$ cat src/rtl/ts_ref_error_detector.sv
module ts_ref_error_detector #(
  parameter int          PKT_LEN    = 188,
  parameter int          CNT_W      = 48,
  parameter int          MISS_LIMIT = 3,
  parameter logic [7:0]  SYNC_BYTE  = 8'h47,
  localparam int         OFF_W      = $clog2(PKT_LEN)
) (
  input  logic             clk,
  input  logic             rst_n,
  input  logic             clr,
  input  logic [7:0]       din,
  input  logic             din_vld,
  output logic             locked,
  output logic [CNT_W-1:0] bit_cnt,
  output logic [CNT_W-1:0] err_cnt,
  output logic [7:0]       err_mask,
  output logic             err_vld,
  output logic [OFF_W-1:0] err_off
);
  localparam int MISS_W = $clog2(MISS_LIMIT + 1);

  typedef enum logic [1:0] {HUNT, CAPTURE, VERIFY, LOCK} state_t;

  state_t            st;
  logic [7:0]        ref_mem [PKT_LEN];
  logic [OFF_W-1:0]  off;
  logic [MISS_W-1:0] miss;

  wire              last   = (off == OFF_W'(PKT_LEN - 1));
  wire [OFF_W-1:0]  off_nx = last ? '0 : off + 1'b1;
  wire [7:0]        diff   = din ^ ref_mem[off];
  wire              acc    = din_vld && (st == LOCK);
  wire              wr     = din_vld && ((st == HUNT && din == SYNC_BYTE) || st == CAPTURE);
  wire [3:0]        pop    = 4'($countones(diff));
  wire [CNT_W:0]    bsum   = {1'b0, bit_cnt} + (CNT_W+1)'(8);
  wire [CNT_W:0]    esum   = {1'b0, err_cnt} + (CNT_W+1)'(pop);

  assign locked = (st == LOCK);

  always_ff @(posedge clk)
    if (wr) ref_mem[off] <= din;

  always_ff @(posedge clk) begin
    if (!rst_n) begin
      st   <= HUNT;
      off  <= '0;
      miss <= '0;
    end else if (din_vld) begin
      case (st)
        HUNT:
          if (din == SYNC_BYTE) begin
            st  <= CAPTURE;
            off <= OFF_W'(1);
          end
        CAPTURE: begin
          off <= off_nx;
          if (last) st <= VERIFY;
        end
        VERIFY:
          if (diff != 8'h00) begin
            st  <= HUNT;
            off <= '0;
          end else begin
            off <= off_nx;
            if (last) begin
              st   <= LOCK;
              miss <= '0;
            end
          end
        LOCK: begin
          off <= off_nx;
          if (off == '0) begin
            if (din == SYNC_BYTE) begin
              miss <= '0;
            end else if (miss == MISS_W'(MISS_LIMIT - 1)) begin
              st   <= HUNT;
              off  <= '0;
              miss <= '0;
            end else begin
              miss <= miss + 1'b1;
            end
          end
        end
        default: st <= HUNT;
      endcase
    end
  end

  always_ff @(posedge clk) begin
    if (!rst_n || clr) begin
      bit_cnt <= '0;
      err_cnt <= '0;
    end else if (acc) begin
      bit_cnt <= bsum[CNT_W] ? '1 : bsum[CNT_W-1:0];
      err_cnt <= esum[CNT_W] ? '1 : esum[CNT_W-1:0];
    end
  end

  always_ff @(posedge clk) begin
    if (!rst_n) begin
      err_mask <= '0;
      err_vld  <= 1'b0;
      err_off  <= '0;
    end else begin
      err_vld  <= acc;
      err_mask <= acc ? diff : 8'h00;
      if (acc) err_off <= off;
    end
  end

  a_r6_hold_unlocked: assert property (@(posedge clk) disable iff (!rst_n)
    (!locked && !clr) |=> ($stable(bit_cnt) && $stable(err_cnt)));

  a_r9_clear_zeroes: assert property (@(posedge clk) disable iff (!rst_n)
    clr |=> (bit_cnt == '0 && err_cnt == '0));

  a_r3_bit_step: assert property (@(posedge clk) disable iff (!rst_n)
    (locked && din_vld && !clr) |=> ((bit_cnt - $past(bit_cnt) == CNT_W'(8)) || (&bit_cnt)));

  a_r4_err_step: assert property (@(posedge clk) disable iff (!rst_n)
    !clr |=> ((err_cnt - $past(err_cnt)) <= CNT_W'(8)));

  a_r10_no_wrap: assert property (@(posedge clk) disable iff (!rst_n)
    !clr |=> (bit_cnt >= $past(bit_cnt) && err_cnt >= $past(err_cnt)));

  a_r5_mask_needs_vld: assert property (@(posedge clk) disable iff (!rst_n)
    (err_mask != 8'h00) |-> err_vld);

  a_r7_loss_on_bad_sync: assert property (@(posedge clk) disable iff (!rst_n)
    $fell(locked) |-> $past(din_vld && din != SYNC_BYTE));
endmodule

$ cat config.mk
export PLATFORM = sky130hd
export DESIGN_NAME = ts_ref_error_detector
export DESIGN_NICKNAME = d
export VERILOG_FILES = /design/src/rtl/ts_ref_error_detector.sv
export SDC_FILE = /design/constraint.sdc
export NUM_CORES = 2
export LEC_CHECK = 0
export ABC_CLOCK_PERIOD_IN_PS = 6560
export BUFFER_PORTS_ARGS = -buffer_cell sky130_fd_sc_hd__buf_2
export CAP_MARGIN = 15
export CELL_PAD_IN_SITES_DETAIL_PLACEMENT = 1
export CELL_PAD_IN_SITES_GLOBAL_PLACEMENT = 1
export CORE_MARGIN = 1.5
export CORE_UTILIZATION = 49
export CTS_BUF_LIST = sky130_fd_sc_hd__clkbuf_16
export DETAILED_ROUTE_END_ITERATION = 8
export HOLD_SLACK_MARGIN = 0.02
export PLACE_DENSITY = 0.78
export RECOVER_POWER = 50
export SYNTH_ARGS = -nofsm -noshare
export SYNTH_HDL_FRONTEND = slang
export SYNTH_SLANG_ARGS = --single-unit
$ cat constraint.sdc
create_clock -name clk -period 6.56 [get_ports clk]
set_input_delay 0 -clock clk [delete_from_list [all_inputs] [get_ports clk]]
set_output_delay 0 -clock clk [all_outputs]
set_load 0.02 [all_outputs]
==> run summary <==
The number of input and output port buffers inserted was 125. The cell area after synthesis came out at 64800 µm². The die covers 134000 µm². The final clock period utilization by the worst path is 101%. The endpoint identified for the worst register-to-register timing path is err_cnt[41]. The region available for standard cell placement spans 131000 µm². The nature of the critical path endpoint is a register.

For the count of unresolved DRC violations after routing, the log shows 0. The total global routing overflow is 0. Measured along the y axis, the die boundary spans 367 µm.

Clock skew on the completed layout was measured at 48.1 ps. Summing the sequential cell areas from Yosys gives 73.8% of the chip area. The final estimated routing congestion in global placement was 0.959; the slew at the pin closest to its max-slew limit was 1760 ps. Post-synthesis sequential element count: 1635. The number of warnings reported in the yosys synthesis log is 0, and the clock edge transition at the registers on the reported setup and hold paths is 60 ps. Counting distinct cell types in the post-synthesis netlist gives 77. Setup violations remaining at the end of the flow were counted as 5.

In this run the static leakage power is 24.0 nW. The least setup slack across all paths after layout is -45.7 ps. The die is 367 µm wide. The highest clock frequency the design can meet was 151 MHz; the number of hold violations in the final report was 0. The slowest stage of the critical path is the sky130_fd_sc_hd__fa_2 cell. The worst-case IR drop observed on VDD is 0.276 mV. Starting utilization of the core area: 49.3%. Following the worst setup path forward leads to its endpoint at err_cnt[41]. The checks that failed: max-capacitance violations, max-slew violations, negative setup slack. The largest single stage delay on the critical path is 610 ps.

The number of iterations in the first detailed-routing pass is 5, and the synthesized netlist cell count is 3587. Once placement finished, the instance area stood at 69200 µm². Counting cells, the worst reg-to-reg path comes to 25. The logs give 105 for the pin count of the biggest net entering global routing and 294000 µm for the first-pass GRT wire length. Register-to-register setup slack: -50 ps. The worst setup path is of the reg2reg kind. After legalization and detailed placement, the total HPWL measured 133000 µm. After synthesis, the share of flip-flops with an asynchronous set or reset is 0%. The predominant post-synthesis flop cell was sky130_fd_sc_hd__edfxtp_1. The count of cell instances traversed by the critical path is 25, and the number of non-filler instances in the completed layout is 5914.

In the final routed layout, each cell accounts on average for 35.2 µm. The aggregate negative setup slack was -154 ps; the max-capacitance violation count was 1. The number of antenna violations at the first check in global routing was 7.

The H-tree depth reported by CTS came out at 4. The min-delay analysis places its worst path in the category in2reg. The routed layout has 38898 vias.

The run gives 39733 as the number of global-route vias before repair. Number of top-level design ports: 126. Setup repair after global routing could not meet its margin everywhere.

TritonCTS built the clock tree. The most common cell after layout, fill and taps aside was sky130_fd_sc_hd__edfxtp_1. The run finished, with violations left.

The logs give 208000 µm for the aggregate routed wire length and 5581 for the post-placement cell count. After routing the design area is 75300 µm². The tree built by TritonCTS fans out to 1635 sinks. Of all nets on the critical path, the largest fanout is 8. In the layout the commonest cells are 1504 x sky130_fd_sc_hd__edfxtp_1, 306 x sky130_fd_sc_hd__mux4_2, 290 x sky130_fd_sc_hd__buf_4, 271 x sky130_fd_sc_hd__nor2_1, 172 x sky130_fd_sc_hd__nand2_1. The total nets after synthesis was 3615; the total routing usage reported by global routing was 30.8%.

Data arrives at the worst endpoint at 7300 ps. For this block, the initial DRC count from the detailed router was 5578. The root buffer cell chosen for the clock tree is sky130_fd_sc_hd__clkbuf_16.

In the final design database the tool counted 4054 nets. The max-slew violation count is 36, and the minimum clock period after layout is 6610 ps. The clock latency of the later-clocked register in the worst-skew pair is 830 ps, and the combined buffer and inverter count along the critical path is 3. The maximum clock path buffer count came out at 3. In this design, the largest share of critical-path delay is due to simple AND/OR/NAND/NOR gates. After layout, the design draws a total of 0.0212 W.

The area growth from synthesis to layout is 16.3%. Averaged over all synthesized cells, the footprint is 18.1 µm². Summing all multi-input logic gate instances after layout gives 16000 µm².

The filler cell count in the final layout was 11698; the detail-routed via count per cell was 6.58. STA puts the critical path data required time at 7260 ps. In this run, synthesis inferred 1504 flip-flops with an integrated enable. Once detail routing completed, the nets flagged for antenna violations numbered 0. Headroom to the max-slew limit came out at -17.3%.

The register area was 47800 µm². The initialized floorplan defines 133 standard-cell rows. Of the cells placed in the final design, the portion with a size suffix greater than 1 is 26.3%. The power density over cell area works out to 281 nW/µm². The worst setup path is launched from a register. Buffers inserted during clock tree synthesis total 165.
==> per-stage QoR <==
step | utilization [%] | worst slack [ps] | hold slack [ps]
2_1_floorplan | - | 139 | 98.9
3_3_place_gp | 52.7 | -457 | 347
3_5_place_dp | 52.7 | -620 | 350
4_1_cts | 57.2 | 0.805 | 43.4
5_1_grt | 57.4 | -264 | 111
6_report | 57.4 | -45.7 | 116
==> routing by layer <==
metal  GRT usage (%)  vias up  part of all wire (%)
met5               0        -                 0.034
met4            17.2       10                   6.4
met3            8.14      715                    11
met2            47.9     2846                    47
met1            39.4    20092                    36
li1                -    15235                     -
==> cell type report <==
cell class | instances | share of cell area, %
clock inverter | 132 | 1.56
clock buffer | 166 | 5.52
timing repair buffer | 475 | 5.07
sequential | 1635 | 63.5
multi-input combinational | 1717 | 21.3
antenna | 2 | 0.00665
inverter | 32 | 0.161
tap | 1755 | 2.92
==> repair_timing <==
action / 4_1_cts / 5_1_grt
setup buffers: 11 / 5
gates cloned: 3 / 1
endpoints found under the setup margin: 46 / 44
gates resized for setup: 62 / 32
endpoints found under the hold margin: 510 / 0
pin swaps: 15 / 16
hold buffers: 12 / 0
==> power by group <==
group	leakage [nW]	switching, W	total [W]	internal, W
Clock	2.73	0.00413	0.00942	0.00529
Combinational	6.72	0.000282	0.000376	0.0000935
Sequential	14.6	0.00000180	0.0114	0.0114
Total	24.0	0.00441	0.0212	0.0168
==> how the worst min path moves through the flow <==
stage	end	startpoint	slack, ps	cells after the start
floorplan	ref_mem[0][0]	din[0]	100	0
global placement	ref_mem[22][7]	din[7]	350	1
detailed placement	ref_mem[23][7]	din[7]	350	1
CTS	ref_mem[45][7]	din[7]	40	2
global route	ref_mem[23][1]	din[1]	110	2
finish	ref_mem[23][1]	din[1]	120	2
==> logic make-up (layout without fill, tap and decap cells) <==
group	after synthesis	count (layout)	synth area share [%]
AND/OR/NAND/NOR	706	706	4.94
adder cells (fa/ha/maj)	16	16	0.367
other	0	2	0
flip-flops	1635	1635	73.8
XOR/XNOR	82	82	1.12
multiplexers	483	483	13.4
buffers and inverters	235	805	1.92
AO/OA/AOI/OAI	430	430	4.47
==> cells in the mapped netlist (7+ instances only) <==
cell type                      n  area share, %
sky130_fd_sc_hd__a21boi_0     11           0.13
sky130_fd_sc_hd__xnor2_1      25           0.34
sky130_fd_sc_hd__xor2_1       56           0.76
sky130_fd_sc_hd__mux4_2      306             11
sky130_fd_sc_hd__nor4_1       14           0.14
sky130_fd_sc_hd__o21ai_0      42           0.32
sky130_fd_sc_hd__buf_4        21           0.24
sky130_fd_sc_hd__o22ai_1      27           0.26
sky130_fd_sc_hd__nor2_1      276            1.6
sky130_fd_sc_hd__inv_1        28           0.16
sky130_fd_sc_hd__and2_1       18           0.17
sky130_fd_sc_hd__a21oi_1     131            1.0
sky130_fd_sc_hd__a22o_1       15           0.20
sky130_fd_sc_hd__nor2b_1      32           0.31
sky130_fd_sc_hd__buf_6        21           0.37
sky130_fd_sc_hd__a221oi_1     17           0.23
sky130_fd_sc_hd__mux2i_1     156            2.4
sky130_fd_sc_hd__o2111ai_1    11           0.15
sky130_fd_sc_hd__ha_1         11           0.21
sky130_fd_sc_hd__nor3_1       22           0.17
sky130_fd_sc_hd__nand2_1     174            1.0
sky130_fd_sc_hd__o211ai_1      8          0.093
sky130_fd_sc_hd__a22oi_1      81           0.94
sky130_fd_sc_hd__a211oi_1     13           0.15
sky130_fd_sc_hd__buf_1        10          0.058
sky130_fd_sc_hd__dfxtp_1     131            4.0
sky130_fd_sc_hd__and3_1       32           0.31
sky130_fd_sc_hd__buf_2        58           0.45
sky130_fd_sc_hd__edfxtp_1   1504             70
sky130_fd_sc_hd__nand4_1      14           0.14
sky130_fd_sc_hd__nand2b_1     14           0.14
sky130_fd_sc_hd__o221ai_1      7          0.095
sky130_fd_sc_hd__mux2_2       21           0.37
sky130_fd_sc_hd__clkbuf_1     89           0.52
sky130_fd_sc_hd__nand3_1      80           0.62
==> worst reg2reg max path: stages (launching register included) <==
cell and delay (ps):
sky130_fd_sc_hd__dfxtp_4 390, sky130_fd_sc_hd__buf_6 180, sky130_fd_sc_hd__bufbuf_16 340, sky130_fd_sc_hd__mux4_2 540, sky130_fd_sc_hd__mux2i_1 180, sky130_fd_sc_hd__buf_4 160, sky130_fd_sc_hd__nor3_1 50, sky130_fd_sc_hd__or4_1 530
sky130_fd_sc_hd__nor3_2 160, sky130_fd_sc_hd__o31ai_1 110, sky130_fd_sc_hd__and2_4 190, sky130_fd_sc_hd__fa_1 480, sky130_fd_sc_hd__fa_2 610, sky130_fd_sc_hd__fa_1 460, sky130_fd_sc_hd__fa_2 400, sky130_fd_sc_hd__nor2b_2 140
sky130_fd_sc_hd__o21ai_2 80, sky130_fd_sc_hd__a21boi_2 210, sky130_fd_sc_hd__o2111ai_2 190, sky130_fd_sc_hd__nor3_2 200, sky130_fd_sc_hd__nand3_1 150, sky130_fd_sc_hd__nor2_2 150, sky130_fd_sc_hd__and2_4 210, sky130_fd_sc_hd__and3_4 200
sky130_fd_sc_hd__xnor2_2 100, sky130_fd_sc_hd__a21oi_1 70
==> flip-flops by register name (all words and copies together) (netlist names), named ones only <==
signal,count
err_mask,8
err_off,8
ref_mem,1504
bit_cnt,46
err_cnt,48
err_vld,1
miss,2
st,2
off,8
Note: power is estimated with default switching activity, not from simulation.
